==> config.mk <==
export PLATFORM = sky130hd
export DESIGN_NAME = spi_rf_slave
export DESIGN_NICKNAME = d
export VERILOG_FILES = /design/src/rtl/spi_rf_pkg.sv /design/src/rtl/spi_rf_sync.sv /design/src/rtl/spi_rf_edge.sv /design/src/rtl/spi_rf_regbank.sv /design/src/rtl/spi_rf_engine.sv /design/src/rtl/spi_rf_slave.sv
export SDC_FILE = /design/constraint.sdc
export NUM_CORES = 1
export LEC_CHECK = 0
export ABC_CLOCK_PERIOD_IN_PS = 2100
export BUFFER_PORTS_ARGS = -buffer_cell sky130_fd_sc_hd__buf_2
export CELL_PAD_IN_SITES_DETAIL_PLACEMENT = 1
export CELL_PAD_IN_SITES_GLOBAL_PLACEMENT = 1
export CORE_UTILIZATION = 49
export DETAILED_ROUTE_END_ITERATION = 10
export PLACE_DENSITY_LB_ADDON = 0.1
export SLEW_MARGIN = 20
export SYNTH_ARGS = -nofsm -noshare
export SYNTH_HDL_FRONTEND = slang
export SYNTH_SLANG_ARGS = --single-unit
==> constraint.sdc <==
create_clock -name clk -period 2.1 [get_ports clk]
set_clock_uncertainty 0.15 [all_clocks]
set_input_delay 0.105 -clock clk [delete_from_list [all_inputs] [get_ports clk]]
set_output_delay 0.105 -clock clk [all_outputs]
set_load 0.01 [all_outputs]
==> src/rtl/spi_rf_pkg.sv <==
`timescale 1ns/1ps
package spi_rf_pkg;
   typedef enum logic {
      XFER_WRITE = 1'b0,
      XFER_READ  = 1'b1
   } xfer_dir_e;

   typedef struct packed {
      logic rise;
      logic fall;
      logic active;
   } spc_evt_t;
endpackage

==> src/rtl/spi_rf_sync.sv <==
`timescale 1ns/1ps
module spi_rf_sync #(
   parameter int          W       = 3,
   parameter int          STAGES  = 2,
   parameter logic [W-1:0] RST_VAL = '0
) (
   input  logic         clk,
   input  logic         rst_n,
   input  logic [W-1:0] d,
   output logic [W-1:0] q
);
   if (STAGES < 0 || STAGES > 4) begin : g_bad_stages
      $error("spi_rf_sync: STAGES must be 0..4");
   end

   generate
      if (STAGES == 0) begin : g_direct
         assign q = d;
      end else begin : g_chain
         logic [W-1:0] stg [STAGES];
         always_ff @(posedge clk or negedge rst_n) begin
            if (!rst_n) begin
               for (int i = 0; i < STAGES; i++) stg[i] <= RST_VAL;
            end else begin
               stg[0] <= d;
               for (int i = 1; i < STAGES; i++) stg[i] <= stg[i-1];
            end
         end
         assign q = stg[STAGES-1];
      end
   endgenerate
endmodule

==> src/rtl/spi_rf_edge.sv <==
`timescale 1ns/1ps
module spi_rf_edge
   import spi_rf_pkg::*;
(
   input  logic     clk,
   input  logic     rst_n,
   input  logic     cs_s,
   input  logic     spc_s,
   output spc_evt_t evt
);
   logic spc_q;

   always_ff @(posedge clk or negedge rst_n) begin
      if (!rst_n) spc_q <= 1'b1;
      else        spc_q <= spc_s;
   end

   always_comb begin
      evt.active = ~cs_s;
      evt.rise   = ~cs_s &  spc_s & ~spc_q;
      evt.fall   = ~cs_s & ~spc_s &  spc_q;
   end
endmodule

==> src/rtl/spi_rf_regbank.sv <==
`timescale 1ns/1ps
module spi_rf_regbank #(
   parameter int                ADDR_W  = 6,
   parameter int                DATA_W  = 8,
   parameter logic [DATA_W-1:0] RST_VAL = '0
) (
   input  logic              clk,
   input  logic              rst_n,
   input  logic              wr_en,
   input  logic [ADDR_W-1:0] wr_addr,
   input  logic [DATA_W-1:0] wr_data,
   input  logic [ADDR_W-1:0] rd_addr,
   output logic [DATA_W-1:0] rd_data
);
   localparam int DEPTH = 1 << ADDR_W;

   if (DEPTH > 1024) begin : g_bad_depth
      $error("spi_rf_regbank: ADDR_W too large");
   end

   logic [DATA_W-1:0] rd_vec [DEPTH];

   for (genvar i = 0; i < DEPTH; i++) begin : g_reg
      logic [DATA_W-1:0] q;
      always_ff @(posedge clk or negedge rst_n) begin
         if (!rst_n)                                        q <= RST_VAL;
         else if (wr_en && wr_addr == ADDR_W'(i))           q <= wr_data;
      end
      assign rd_vec[i] = q;
   end

   assign rd_data = rd_vec[rd_addr];


   reg_write_chk: assert property (@(posedge clk) disable iff (!rst_n)
      wr_en |=> rd_vec[$past(wr_addr)] == $past(wr_data));
endmodule

==> src/rtl/spi_rf_engine.sv <==
`timescale 1ns/1ps
module spi_rf_engine
   import spi_rf_pkg::*;
#(
   parameter int ADDR_W = 6,
   parameter int DATA_W = 8
) (
   input  logic              clk,
   input  logic              rst_n,
   input  logic              cs_s,
   input  logic              sdi_s,
   input  spc_evt_t          evt,
   input  logic [DATA_W-1:0] rd_data,
   output logic [ADDR_W-1:0] rd_addr,
   output logic              wr_en,
   output logic [ADDR_W-1:0] wr_addr,
   output logic [DATA_W-1:0] wr_data,
   output logic              sdo,
   output logic              sdo_oe
);
   localparam int BIT_W = $clog2(DATA_W);

   logic [BIT_W-1:0]  bit_idx;
   logic              in_data;
   xfer_dir_e         dir_q;
   logic              inc_q;
   logic [ADDR_W-1:0] addr_q;
   logic [DATA_W-1:0] shift_in;
   logic [DATA_W-1:0] tx_sh;
   logic              oe_q;
   logic              last_bit;
   logic [DATA_W-1:0] byte_now;

   assign last_bit = (bit_idx == BIT_W'(DATA_W-1));
   assign byte_now = {shift_in[DATA_W-2:0], sdi_s};

   always_ff @(posedge clk or negedge rst_n) begin
      if (!rst_n) begin
         bit_idx  <= '0;
         in_data  <= 1'b0;
         dir_q    <= XFER_WRITE;
         inc_q    <= 1'b0;
         addr_q   <= '0;
         shift_in <= '0;
         tx_sh    <= '0;
         oe_q     <= 1'b0;
         wr_en    <= 1'b0;
         wr_addr  <= '0;
         wr_data  <= '0;
      end else if (!evt.active) begin
         bit_idx <= '0;
         in_data <= 1'b0;
         oe_q    <= 1'b0;
         wr_en   <= 1'b0;
      end else begin
         wr_en <= 1'b0;
         if (evt.rise) begin
            shift_in <= byte_now;
            bit_idx  <= last_bit ? '0 : bit_idx + BIT_W'(1);
            if (last_bit) begin
               if (!in_data) begin
                  dir_q   <= xfer_dir_e'(byte_now[DATA_W-1]);
                  inc_q   <= byte_now[DATA_W-2];
                  addr_q  <= byte_now[ADDR_W-1:0];
                  in_data <= 1'b1;
               end else begin
                  if (dir_q == XFER_WRITE) begin
                     wr_en   <= 1'b1;
                     wr_addr <= addr_q;
                     wr_data <= byte_now;
                  end
                  if (inc_q) addr_q <= addr_q + ADDR_W'(1);
               end
            end
         end
         if (evt.fall && in_data && dir_q == XFER_READ) begin
            if (bit_idx == '0) begin
               tx_sh <= rd_data;
               oe_q  <= 1'b1;
            end else begin
               tx_sh <= {tx_sh[DATA_W-2:0], 1'b0};
            end
         end
      end
   end

   assign rd_addr = addr_q;
   assign sdo     = oe_q & tx_sh[DATA_W-1];
   assign sdo_oe  = oe_q;


   oe_cmd_chk: assert property (@(posedge clk) disable iff (!rst_n)
      !in_data |-> !oe_q);

   oe_idle_chk: assert property (@(posedge clk) disable iff (!rst_n)
      cs_s |=> !oe_q);

   wr_dir_chk: assert property (@(posedge clk) disable iff (!rst_n)
      wr_en |-> dir_q == XFER_WRITE);

   addr_wrap_chk: assert property (@(posedge clk) disable iff (!rst_n)
      (evt.rise && in_data && last_bit && inc_q && addr_q == '1) |=> addr_q == '0);

   addr_hold_chk: assert property (@(posedge clk) disable iff (!rst_n)
      (evt.rise && in_data && last_bit && !inc_q) |=> $stable(addr_q));

   sdo_hold_chk: assert property (@(posedge clk) disable iff (!rst_n)
      (oe_q && !evt.fall) |=> $stable(tx_sh));
endmodule

==> src/rtl/spi_rf_slave.sv <==
`timescale 1ns/1ps
module spi_rf_slave
   import spi_rf_pkg::*;
#(
   parameter int                ADDR_W      = 6,
   parameter int                DATA_W      = 8,
   parameter int                SYNC_STAGES = 2,
   parameter logic [DATA_W-1:0] RST_VAL     = '0
) (
   input  logic clk,
   input  logic rst_n,
   input  logic cs_n,
   input  logic spc,
   input  logic sdi,
   output logic sdo,
   output logic sdo_oe
);
   if (ADDR_W + 2 != DATA_W) begin : g_bad_frame
      $error("spi_rf_slave: command must fit one frame (ADDR_W + 2 == DATA_W)");
   end
   if (DATA_W < 4) begin : g_bad_width
      $error("spi_rf_slave: DATA_W must be at least 4");
   end

   logic [2:0]        pins_s;
   spc_evt_t          evt;
   logic              wr_en;
   logic [ADDR_W-1:0] wr_addr;
   logic [DATA_W-1:0] wr_data;
   logic [ADDR_W-1:0] rd_addr;
   logic [DATA_W-1:0] rd_data;

   spi_rf_sync #(.W(3), .STAGES(SYNC_STAGES), .RST_VAL(3'b110)) i_sync (
      .clk(clk), .rst_n(rst_n), .d({cs_n, spc, sdi}), .q(pins_s));

   spi_rf_edge i_edge (
      .clk(clk), .rst_n(rst_n), .cs_s(pins_s[2]), .spc_s(pins_s[1]), .evt(evt));

   spi_rf_engine #(.ADDR_W(ADDR_W), .DATA_W(DATA_W)) i_engine (
      .clk(clk), .rst_n(rst_n), .cs_s(pins_s[2]), .sdi_s(pins_s[0]), .evt(evt),
      .rd_data(rd_data), .rd_addr(rd_addr), .wr_en(wr_en), .wr_addr(wr_addr),
      .wr_data(wr_data), .sdo(sdo), .sdo_oe(sdo_oe));

   spi_rf_regbank #(.ADDR_W(ADDR_W), .DATA_W(DATA_W), .RST_VAL(RST_VAL)) i_bank (
      .clk(clk), .rst_n(rst_n), .wr_en(wr_en), .wr_addr(wr_addr), .wr_data(wr_data),
      .rd_addr(rd_addr), .rd_data(rd_data));
endmodule

==> flow_summary.ini, run 1 <==
[critical_path]
cp.arrival_ns = 2.87
worstPathRequired_ns = 2.47
slowest_stage = mux4_2
worst_path_largest_cell_delay_ns = 0.51
crit_family = multiplexers
end_kind = flop
cpMostUsedCell = buf_12
crit_buf_inv = 3
cp-start-kind = flop
reg2reg_slack_ns = -0.40
crit_chain = buf_12 -> buf_12 -> mux4_2 -> mux2i_1 -> buf_4 -> nor2_2 -> o31a_1 -> a221o_1
crit_fanout = 5
crit_type = reg2reg

[layout]
layout_common_cells = dfrtp_1, mux2_2, buf_4
mostFrequentLayoutCell = dfrtp_1
fin_util = 0.6079
final_layout_size_suffix_gt1_frac = 0.5666
fin_nets = 1908
fillers = 4694
final_area_um2 = 31320
area_delta_synth_final_pct = 22.09

[yosys]
async_flop_share = 1.000
synth_flop_cell = dfrtp_1
synth.yosys.seq_area_share = 0.5486
synth.avg_cell_area_um2 = 15.02
syn-num-nets = 1717
ys_seq_elements = 562
synth-edff-count = 0
netlist_instances = 1708
yosysWarnings = 0
synth_area_um2 = 25650
synth_cell_types = 54

[sta]
fin_ws_ns = -0.3984
slew_headroom = 0.5058
post-route-period-util = 1.190
setup_viol = 8
fmax_ghz = 0.4003
worst_pin_slew_ns = 0.7414
hold_violations = 0
maxSlewViolCount = 0
period_needed_ns = 2.498
rsz0062_at_grt = true

[clocking]
cts_buffers = 61
cts_tree = done
clk_path_buf_depth = 3
clkTransAtPathRegs_ns = 0.06
cts_sinks = 562
cts.htree.levels = 2
clock_latency_ns = 0.64
root_buffer = clkbuf_16

[detailed_routing]
drc = 0
wl_mm = 73.58
final_antenna_net_count = 0
route.vias.total = 15742
wl_per_cell_um = 27.94
drt_iter0_drc = 1034
viasPerCell = 5.979
first_pass_iters = 4

[global_routing]
overflow = 0
grt_pass1_vias = 17746
grt_max_degree = 80
grt_usage = 0.2873
grt_pass1_wl_mm = 114.8
antenna_found_initial = 0

[placement]
io_buffer_count = 6
place_ws_ns = -0.6067
placed_area_um2 = 28480
gp_congestion = 0.8904
dp_hpwl_mm = 47.18

[outcome]
status = finished with violations
violations = setup timing

[pwr]
p_leak_nw = 14.64
ir_drop_mv = 0.7491
powerDensity_nw_per_um2 = 719.1

[die]
die_x_um = 230.8
ioPinCount = 7
placementRows = 83
dieHeight_um = 230.8
start_util = 0.4979
core_um2 = 51510
die-area_um2 = 53260

[job]
max_cap_viol_count = 0

[hold_path]
min_path_type = in2async
==> cell families after synthesis <==
logic type	synth area share
buf+inv	0.02576
fa+ha+maj	0.001951
compound gates	0.03156
flops	0.5486
mux	0.3574
simple gates	0.03473
==> sequential cells by signal, indices dropped and copies added, names as in the netlist, 3 cells and up <==
| register | flops |
|---|---|
| i_engine.rd_addr | 6 |
| i_engine.tx_sh | 8 |
| i_engine.shift_in | 7 |
| i_sync.q | 3 |
| i_bank.g.q | 512 |
| i_engine.wr_addr | 6 |
| i_sync.g_chain.stg | 3 |
| i_engine.bit_idx | 3 |
| i_engine.wr_data | 8 |
==> routing by layer <==
layer	global-route usage	routed length [um]	up-vias
met2	0.4605	35480	273
met3	0.04163	2395	121
li1	-	-	6746
met1	0.4072	33510	8602
met5	0	0	-
met4	0.08568	2187	0
==> synthesized netlist by cell type, drive strengths merged, types with 2 or more instances <==
master | n | area (um2)
mux2i | 71 | 710.7
a31oi | 2 | 12.51
a2111oi | 8 | 70.07
a22oi | 14 | 105.1
a221o | 6 | 60.06
nor2 | 46 | 215.2
nand3 | 5 | 25.02
a211oi | 13 | 97.59
ha | 4 | 50.05
nor3b | 8 | 65.06
or3b | 2 | 17.52
or2 | 6 | 37.54
mux2 | 539 | 6070
o22a | 4 | 35.03
o211ai | 7 | 52.55
a32oi | 2 | 17.52
o21ai | 12 | 60.05
nand3b | 3 | 22.52
nand4 | 3 | 18.77
and3 | 2 | 12.51
nor2b | 6 | 37.54
mux4 | 106 | 2387
and2 | 2 | 12.51
a22o | 2 | 17.52
buf | 40 | 304.0
a21oi | 5 | 25.02
nand2b | 7 | 43.79
dfstp | 5 | 131.4
dfrtp | 557 | 13940
o22ai | 14 | 87.58
o31a | 5 | 43.79
nand2 | 74 | 277.8
clkbuf | 86 | 322.8
nor3 | 13 | 65.06
inv | 9 | 33.78
o31ai | 5 | 37.54
o221ai | 6 | 52.55
==> what timing repair did <==
item,CTS,global route
hold buffers,8,0
hold endpoints to repair,564,0
setup buffers,9,10
gates resized for setup,53,60
pin swaps,2,12
endpoints found under the setup margin,117,176
cloned,2,0
==> per-stage QoR <==
step	hold WS, ns	setup TNS (ns)	cells	power (mW)
after floorplan	-0.3406	-0.2918	1708	11.24
final	0.09434	-2.877	2633	22.52
after detailed placement	-0.06554	-8.583	2488	11.62
after global placement	-0.07139	-7.778	2488	11.60
after global routing	0.1059	-3.512	2632	23.17
after CTS	0.07860	-2.910	2623	22.73
==> path summary, 6_finish.rpt <==
check	start	end	depth (start not counted)
max	i_engine.rd_addr[0]	i_engine.tx_sh[4]	8
min	rst_n	i_engine.wr_data[6]	3
max reg2reg	i_engine.rd_addr[0]	i_engine.tx_sh[4]	8
min reg2reg	i_sync.g_chain.stg[4]	i_sync.q[1]	0
max in group asynchronous	rst_n	i_bank.g_reg[15].q[5]	3
min in group clk	i_sync.g_chain.stg[4]	i_sync.q[1]	0
==> where the power goes <==
part	switching, mW	leakage, nW	total, mW	internal [mW]
logic	0.303	5.81	0.465	0.162
clock network	4.51	1.03	11.1	6.57
registers	0.0727	7.80	11.0	10.9
total	4.89	14.6	22.5	17.6
==> worst register-to-register path, cell delays in order, from the launching register on <==
cell     delay, ns
dfrtp_4       0.50
buf_12        0.18
buf_12        0.14
mux4_2        0.51
mux2i_1       0.16
buf_4         0.16
nor2_2        0.04
o31a_1        0.26
a221o_1       0.26
==> layout make-up <==
cell class	count	area (um2)	area share
Clock inverter	20	206.4	0.006593
Antenna cell	1	2.502	0.00007991
Tap cell	680	850.8	0.02717
Inverter	9	33.78	0.001079
Timing Repair Buffer	254	2928	0.09350
Multi-Input combinational cell	1011	11330	0.3618
Clock buffer	96	1871	0.05973
Sequential cell	562	14090	0.4501
Note: power is estimated with default switching activity, not from simulation.
==> run 2: changes to the inputs <==
--- a/config.mk
+++ b/config.mk
@@ -16,3 +16,4 @@
 export SYNTH_ARGS = -nofsm -noshare
 export SYNTH_HDL_FRONTEND = slang
+export SYNTH_HIERARCHICAL = 1
 export SYNTH_SLANG_ARGS = --single-unit
==> constraint.sdc (replaced) <==
create_clock -name clk -period 2.1 [get_ports clk]
set_clock_uncertainty 0.15 [all_clocks]
set_input_delay 0.315 -clock clk [delete_from_list [all_inputs] [get_ports clk]]
set_output_delay 0.315 -clock clk [all_outputs]
set_load 0.01 [all_outputs]
==> flow_summary.ini, run 2 <==
[sta]
setup_tns_ns = -3.989
maxSlewViolCount = 0
slew_headroom = 0.6169
fin_ws_ns = -0.5918
worst_pin_slew_ns = 0.5747
setup_viol = 8
whs_ns = 0.05988
post-route-period-util = 1.282
fmax_ghz = 0.3715
rsz0062_at_grt = true
period_needed_ns = 2.692
hold_violations = 0

[yosys]
syn-num-nets = 1693
synth_flop_cell = dfrtp_1
synth.yosys.seq_area_share = 0.5460
synth.avg_cell_area_um2 = 15.30
synth_mux_area_frac = 0.3601
netlist_instances = 1684
yosysWarnings = 6
ys_seq_elements = 562
synth_cell_types = 59
yosys.area.top_type = dfrtp_1
synthSimpleGateAreaFrac = 0.04044
synthTopCellsByCount = dfrtp_1, mux2_2, mux4_2, clkbuf_1, nand2_1
async_flop_share = 1.000
synth_compound_area_frac = 0.02457
synthXorXnorAreaFrac = 0
synth_top_area_frac = 0.5409
synthAdderAreaFrac = 0.001942
synth_area_um2 = 25770
synth_area_leaders = dfrtp_1, mux2_2, mux4_2
synth_top_family_by_area = multiplexers
synth-edff-count = 0
synth_most_common_cell = dfrtp_1

[pwr]
p_total_mw = 21.66
powerDensity_nw_per_um2 = 696.3
p_leak_nw = 14.73
ir_drop_mv = 0.8699

[layout]
final_layout_size_suffix_gt1_frac = 0.5886
layout_common_cells = dfrtp_1, mux2_2, buf_4
final_area_um2 = 31110
largest_reg_flops = 512
antennaDiodeCount = 0
mostFrequentLayoutCell = dfrtp_1
top_register = i_bank/g.q
top_regs = i_bank/g.q: 512 flops, i_engine/tx_sh: 8 flops, i_engine/wr_data: 8 flops
area_delta_synth_final_pct = 20.73
fin_util = 0.6028
stdcell_count = 2588
fillers = 4667
fin_nets = 1874

[placement]
place_ws_ns = -0.7306
gp_congestion = 0.8405
dp.cells = 2448
io_buffer_count = 6
dp_hpwl_mm = 45.14
placed_area_um2 = 28100

[clocking]
cts_buffers = 59
cts_sinks = 562
cts.htree.levels = 2
clock_latency_ns = 0.62
cts_tree = done
root_buffer = clkbuf_16
clkTransAtPathRegs_ns = 0.06
clk_path_buf_depth = 3

[critical_path]
slowest_stage = dfrtp_4
crit_family = compound AO/OA/AOI/OAI gates
worst_path_largest_cell_delay_ns = 0.50
worstPathRequired_ns = 2.45
r2r_start = i_engine/rd_addr[0]
crit_chain = buf_6 -> buf_16 -> buf_6 -> mux4_2 -> o221ai_2 -> o31a_1 -> a2111oi_4 -> a221o_1 -> mux2i_1 -> o21ai_1
cp-start-kind = flop
reg2reg_slack_ns = -0.59
crit_type = reg2reg
reg2reg_to = i_engine/tx_sh[2]
crit_fanout = 8
worst-r2r-cell-count = 10
worstSetupStartpoint = i_engine/rd_addr[0]
crit_buf_inv = 3
end_kind = flop
cp.arrival_ns = 3.04
cpMostUsedCell = buf_6

[die]
die-area_um2 = 53520
die_x_um = 231.3
placementRows = 83
ioPinCount = 7
core_um2 = 51610
dieHeight_um = 231.3
start_util = 0.4993

[detailed_routing]
final_antenna_net_count = 0
route.vias.total = 15425
drc = 0
wl_mm = 70.02
first_pass_iters = 5
wl_per_cell_um = 27.05
drt_iter0_drc = 845
viasPerCell = 5.960

[hold_path]
min_path_type = in2async

[global_routing]
met3_usage = 0.03113
grt_pass1_wl_mm = 109.7
grt_usage = 0.2729
use_met1 = 0.3788
overflow = 0
grt_pass1_vias = 17270
antenna_found_initial = 0
grt_max_degree = 85
met2_usage = 0.4557
top_usage_layer = met2

[outcome]
violations = setup timing
status = finished with violations

[job]
max_cap_viol_count = 0
-- run 2: cell count changes after synthesis, sizes merged, moves of 8 or more --
cell | before | now
o21ai | 12 | 21
a211oi | 13 | 3
mux4 | 106 | 128
clkbuf | 86 | 75
mux2i | 71 | 20
buf | 40 | 48
o22ai | 14 | 26
-- run 2: power by group --
| group | switching, mW | leakage [nW] | total [mW] | internal, mW |
|---|---|---|---|---|
| Combinational | 0.257 | 5.99 | 0.357 | 0.101 |
| Sequential | 0.0499 | 7.81 | 10.9 | 10.9 |
| Clock | 4.29 | 0.942 | 10.4 | 6.08 |
-- run 2: final cells by class --
type                            instances  area (um2)  share of cell area
Clock buffer                           93        1807             0.05807
Clock inverter                         11       110.1            0.003539
Inverter                                6       22.52           0.0007239
Sequential cell                       562       14090              0.4529
Multi-Input combinational cell        991       11510              0.3700
Tap cell                              680       850.8             0.02735
Timing Repair Buffer                  245        2720             0.08743
-- run 2: worst max path at each step --
stage,endpoint,slack [ns],cells after the start
detailed placement,i_engine/tx_sh[1],-0.73,9
floorplan,i_engine/tx_sh[4],-0.27,11
CTS,i_engine/tx_sh[2],-0.53,10
global placement,i_bank/g_reg[1].q[7],-0.82,3
finish,i_engine/tx_sh[2],-0.59,10
global route,i_engine/tx_sh[2],-0.63,10
-- run 2: kinds of logic after synthesis --
| logic type | after synthesis |
|---|---|
| fa+ha+maj | 4 |
| mux | 688 |
| buf+inv | 131 |
| compound gates | 94 |
| flops | 562 |
| simple gates | 205 |
-- run 2: what timing repair did --
item                                   4_1_cts  5_1_grt
cloned                                       5        2
gates resized for setup                    118       45
endpoints found under the hold margin      390        0
pin swaps                                   19       15
setup buffers                               15       13
hold buffers                                 4        0
setup endpoints to repair                  215      194
-- run 2: metal layers --
metal / up-vias / share of wire / routed length (um)
li1: 6624 / - / -
met1: 8477 / 0.44 / 30980
met2: 235 / 0.50 / 35310
met3: 89 / 0.032 / 2208
met4: 0 / 0.022 / 1515
met5: - / 0 / 0
==> run 3: changes to the inputs <==
SETUP_SLACK_MARGIN = 0.5   (was default)
SYNTH_HIERARCHICAL = default   (was 1)
==> flow_summary.ini, run 3 (synthesis results as in run 1) <==
[hold_path]
min_path_type = in2async

[global_routing]
met2_usage = 0.5082
top_usage_layer = met2
use_met1 = 0.4439
grt_max_degree = 72
antenna_found_initial = 1
grt_pass1_wl_mm = 125.6
met3_usage = 0.05040
grt_pass1_vias = 18433
grt_usage = 0.3162
overflow = 0

[critical_path]
crit_type = reg2reg
worst_path_largest_cell_delay_ns = 0.46
crit_family = compound AO/OA/AOI/OAI gates
worst-r2r-cell-count = 8
crit_chain = buf_4 -> buf_12 -> buf_4 -> mux2_2 -> o22ai_1 -> a211oi_2 -> o31a_1 -> a221o_1
end_kind = flop
slowest_stage = dfrtp_4
reg2reg_to = i_engine.tx_sh[7]
reg2reg_slack_ns = -0.62
cp.depth = 8
endpoint = i_engine.tx_sh[7]
r2r_start = i_engine.rd_addr[0]
worstPathRequired_ns = 2.45
crit_buf_inv = 3
cpMostUsedCell = buf_4
cp.arrival_ns = 3.08
cp-start-kind = flop
crit_fanout = 7
worstSetupStartpoint = i_engine.rd_addr[0]

[sta]
period_needed_ns = 2.725
fin_ws_ns = -0.6247
worst_pin_slew_ns = 0.7287
rsz0062_at_grt = true
slew_headroom = 0.5142
setup_tns_ns = -4.443
fmax_ghz = 0.3670
hold_violations = 0
setup_viol = 9
post-route-period-util = 1.297
maxSlewViolCount = 0

[clocking]
clkTransAtPathRegs_ns = 0.06
cts_tree = done
clock_latency_ns = 0.64
cts.htree.levels = 2
root_buffer = clkbuf_16
clk_path_buf_depth = 3
cts_buffers = 60
cts_sinks = 562

[outcome]
violations = setup timing
status = finished with violations

[layout]
largest_reg_flops = 512
area_delta_synth_final_pct = 34.40
fin_nets = 1982
top_register = i_bank.g.q
mostFrequentLayoutCell = dfrtp_1
antennaDiodeCount = 0
layout_common_cells = dfrtp_1, mux2_2, mux2_4
top_regs = i_bank.g.q: 512 flops, i_engine.tx_sh: 8 flops, i_engine.wr_data: 8 flops
final_layout_size_suffix_gt1_frac = 0.6172

[detailed_routing]
first_pass_iters = 5
route.vias.total = 17066
wl_per_cell_um = 33.52
final_antenna_net_count = 0
drt_iter0_drc = 1268
viasPerCell = 6.316
wl_mm = 90.58
drc = 0

[die]
dieHeight_um = 230.8
core_um2 = 51510
start_util = 0.4979
die_x_um = 230.8
die-area_um2 = 53260
placementRows = 83
ioPinCount = 7

[placement]
dp_hpwl_mm = 49.40
io_buffer_count = 6
gp_congestion = 0.9182
place_ws_ns = -0.5920

[job]
max_cap_viol_count = 0

[pwr]
ir_drop_mv = 0.7644
p_leak_nw = 15.69
powerDensity_nw_per_um2 = 647.6
## run 3: changes by cell type in the layout (fill, tap and decap cells not counted), sizes merged, moves of 5 or more
| cell | before | now |
|---|---|---|
| a2111oi | 3 | 8 |
| a211oi | 3 | 13 |
| a221o | 1 | 6 |
| buf | 239 | 323 |
| mux2i | 20 | 71 |
| mux4 | 128 | 106 |
| nor3 | 19 | 13 |
| o21ai | 21 | 12 |
| o22ai | 26 | 14 |
| o31ai | 0 | 5 |
## run 3: metrics by stage
stage	cells	area, um2	power [mW]	utilization	hold slack, ns
final	2702	34470	22.33	0.6692	0.01156
after global routing	2702	34470	22.87	0.6692	0.02403
after CTS	2665	33370	22.25	0.6479	0.0004008
after detailed placement	2478	29350	11.64	0.5698	0.06080
after global placement	2478	29350	11.61	0.5698	0.06039
after floorplan	1708	27050	11.25	-	-0.1306
## run 3: metal layers
| layer | wire length, um | part of all wire |
|---|---|---|
| met5 | 0 | 0 |
| met4 | 4467 | 0.049 |
| met3 | 4855 | 0.054 |
| met2 | 44530 | 0.49 |
| met1 | 36720 | 0.41 |
## run 3: what timing repair did
| action | in CTS | in global routing |
|---|---|---|
| endpoints found under the hold margin | 517 | 0 |
| cloned | 7 | 3 |
| hold buffers | 4 | 0 |
| gates resized for setup | 257 | 133 |
| setup endpoints to repair | 553 | 555 |
| buffers inserted | 65 | 34 |
| pin swaps | 48 | 47 |
## run 3: worst min path at each step
stage	slack, ns	cells after the start	end
floorplan	-0.13	0	i_bank.g_reg[0].q[0]
global placement	0.06	1	i_bank.g_reg[16].q[2]
detailed placement	0.06	1	i_bank.g_reg[16].q[4]
CTS	0.0004	2	i_bank.g_reg[22].q[0]
global route	0.02	2	i_bank.g_reg[22].q[0]
finish	0.01	2	i_bank.g_reg[22].q[0]
## run 3: report_power, final
| part | leakage, nW | switching, mW | internal [mW] |
|---|---|---|---|
| logic | 6.93 | 0.329 | 0.183 |
| clock network | 0.966 | 4.62 | 6.22 |
| registers | 7.79 | 0.0789 | 10.9 |
## run 3: area by class of cell
| class | count | area (um2) |
|---|---|---|
| Fill cell | 4431 | 17040 |
| Multi-Input combinational cell | 1011 | 13440 |
| Timing Repair Buffer | 329 | 4089 |
| Inverter | 9 | 36.28 |
| Clock inverter | 14 | 147.6 |
| Tap cell | 680 | 850.8 |
| Sequential cell | 562 | 14100 |
| Clock buffer | 97 | 1812 |
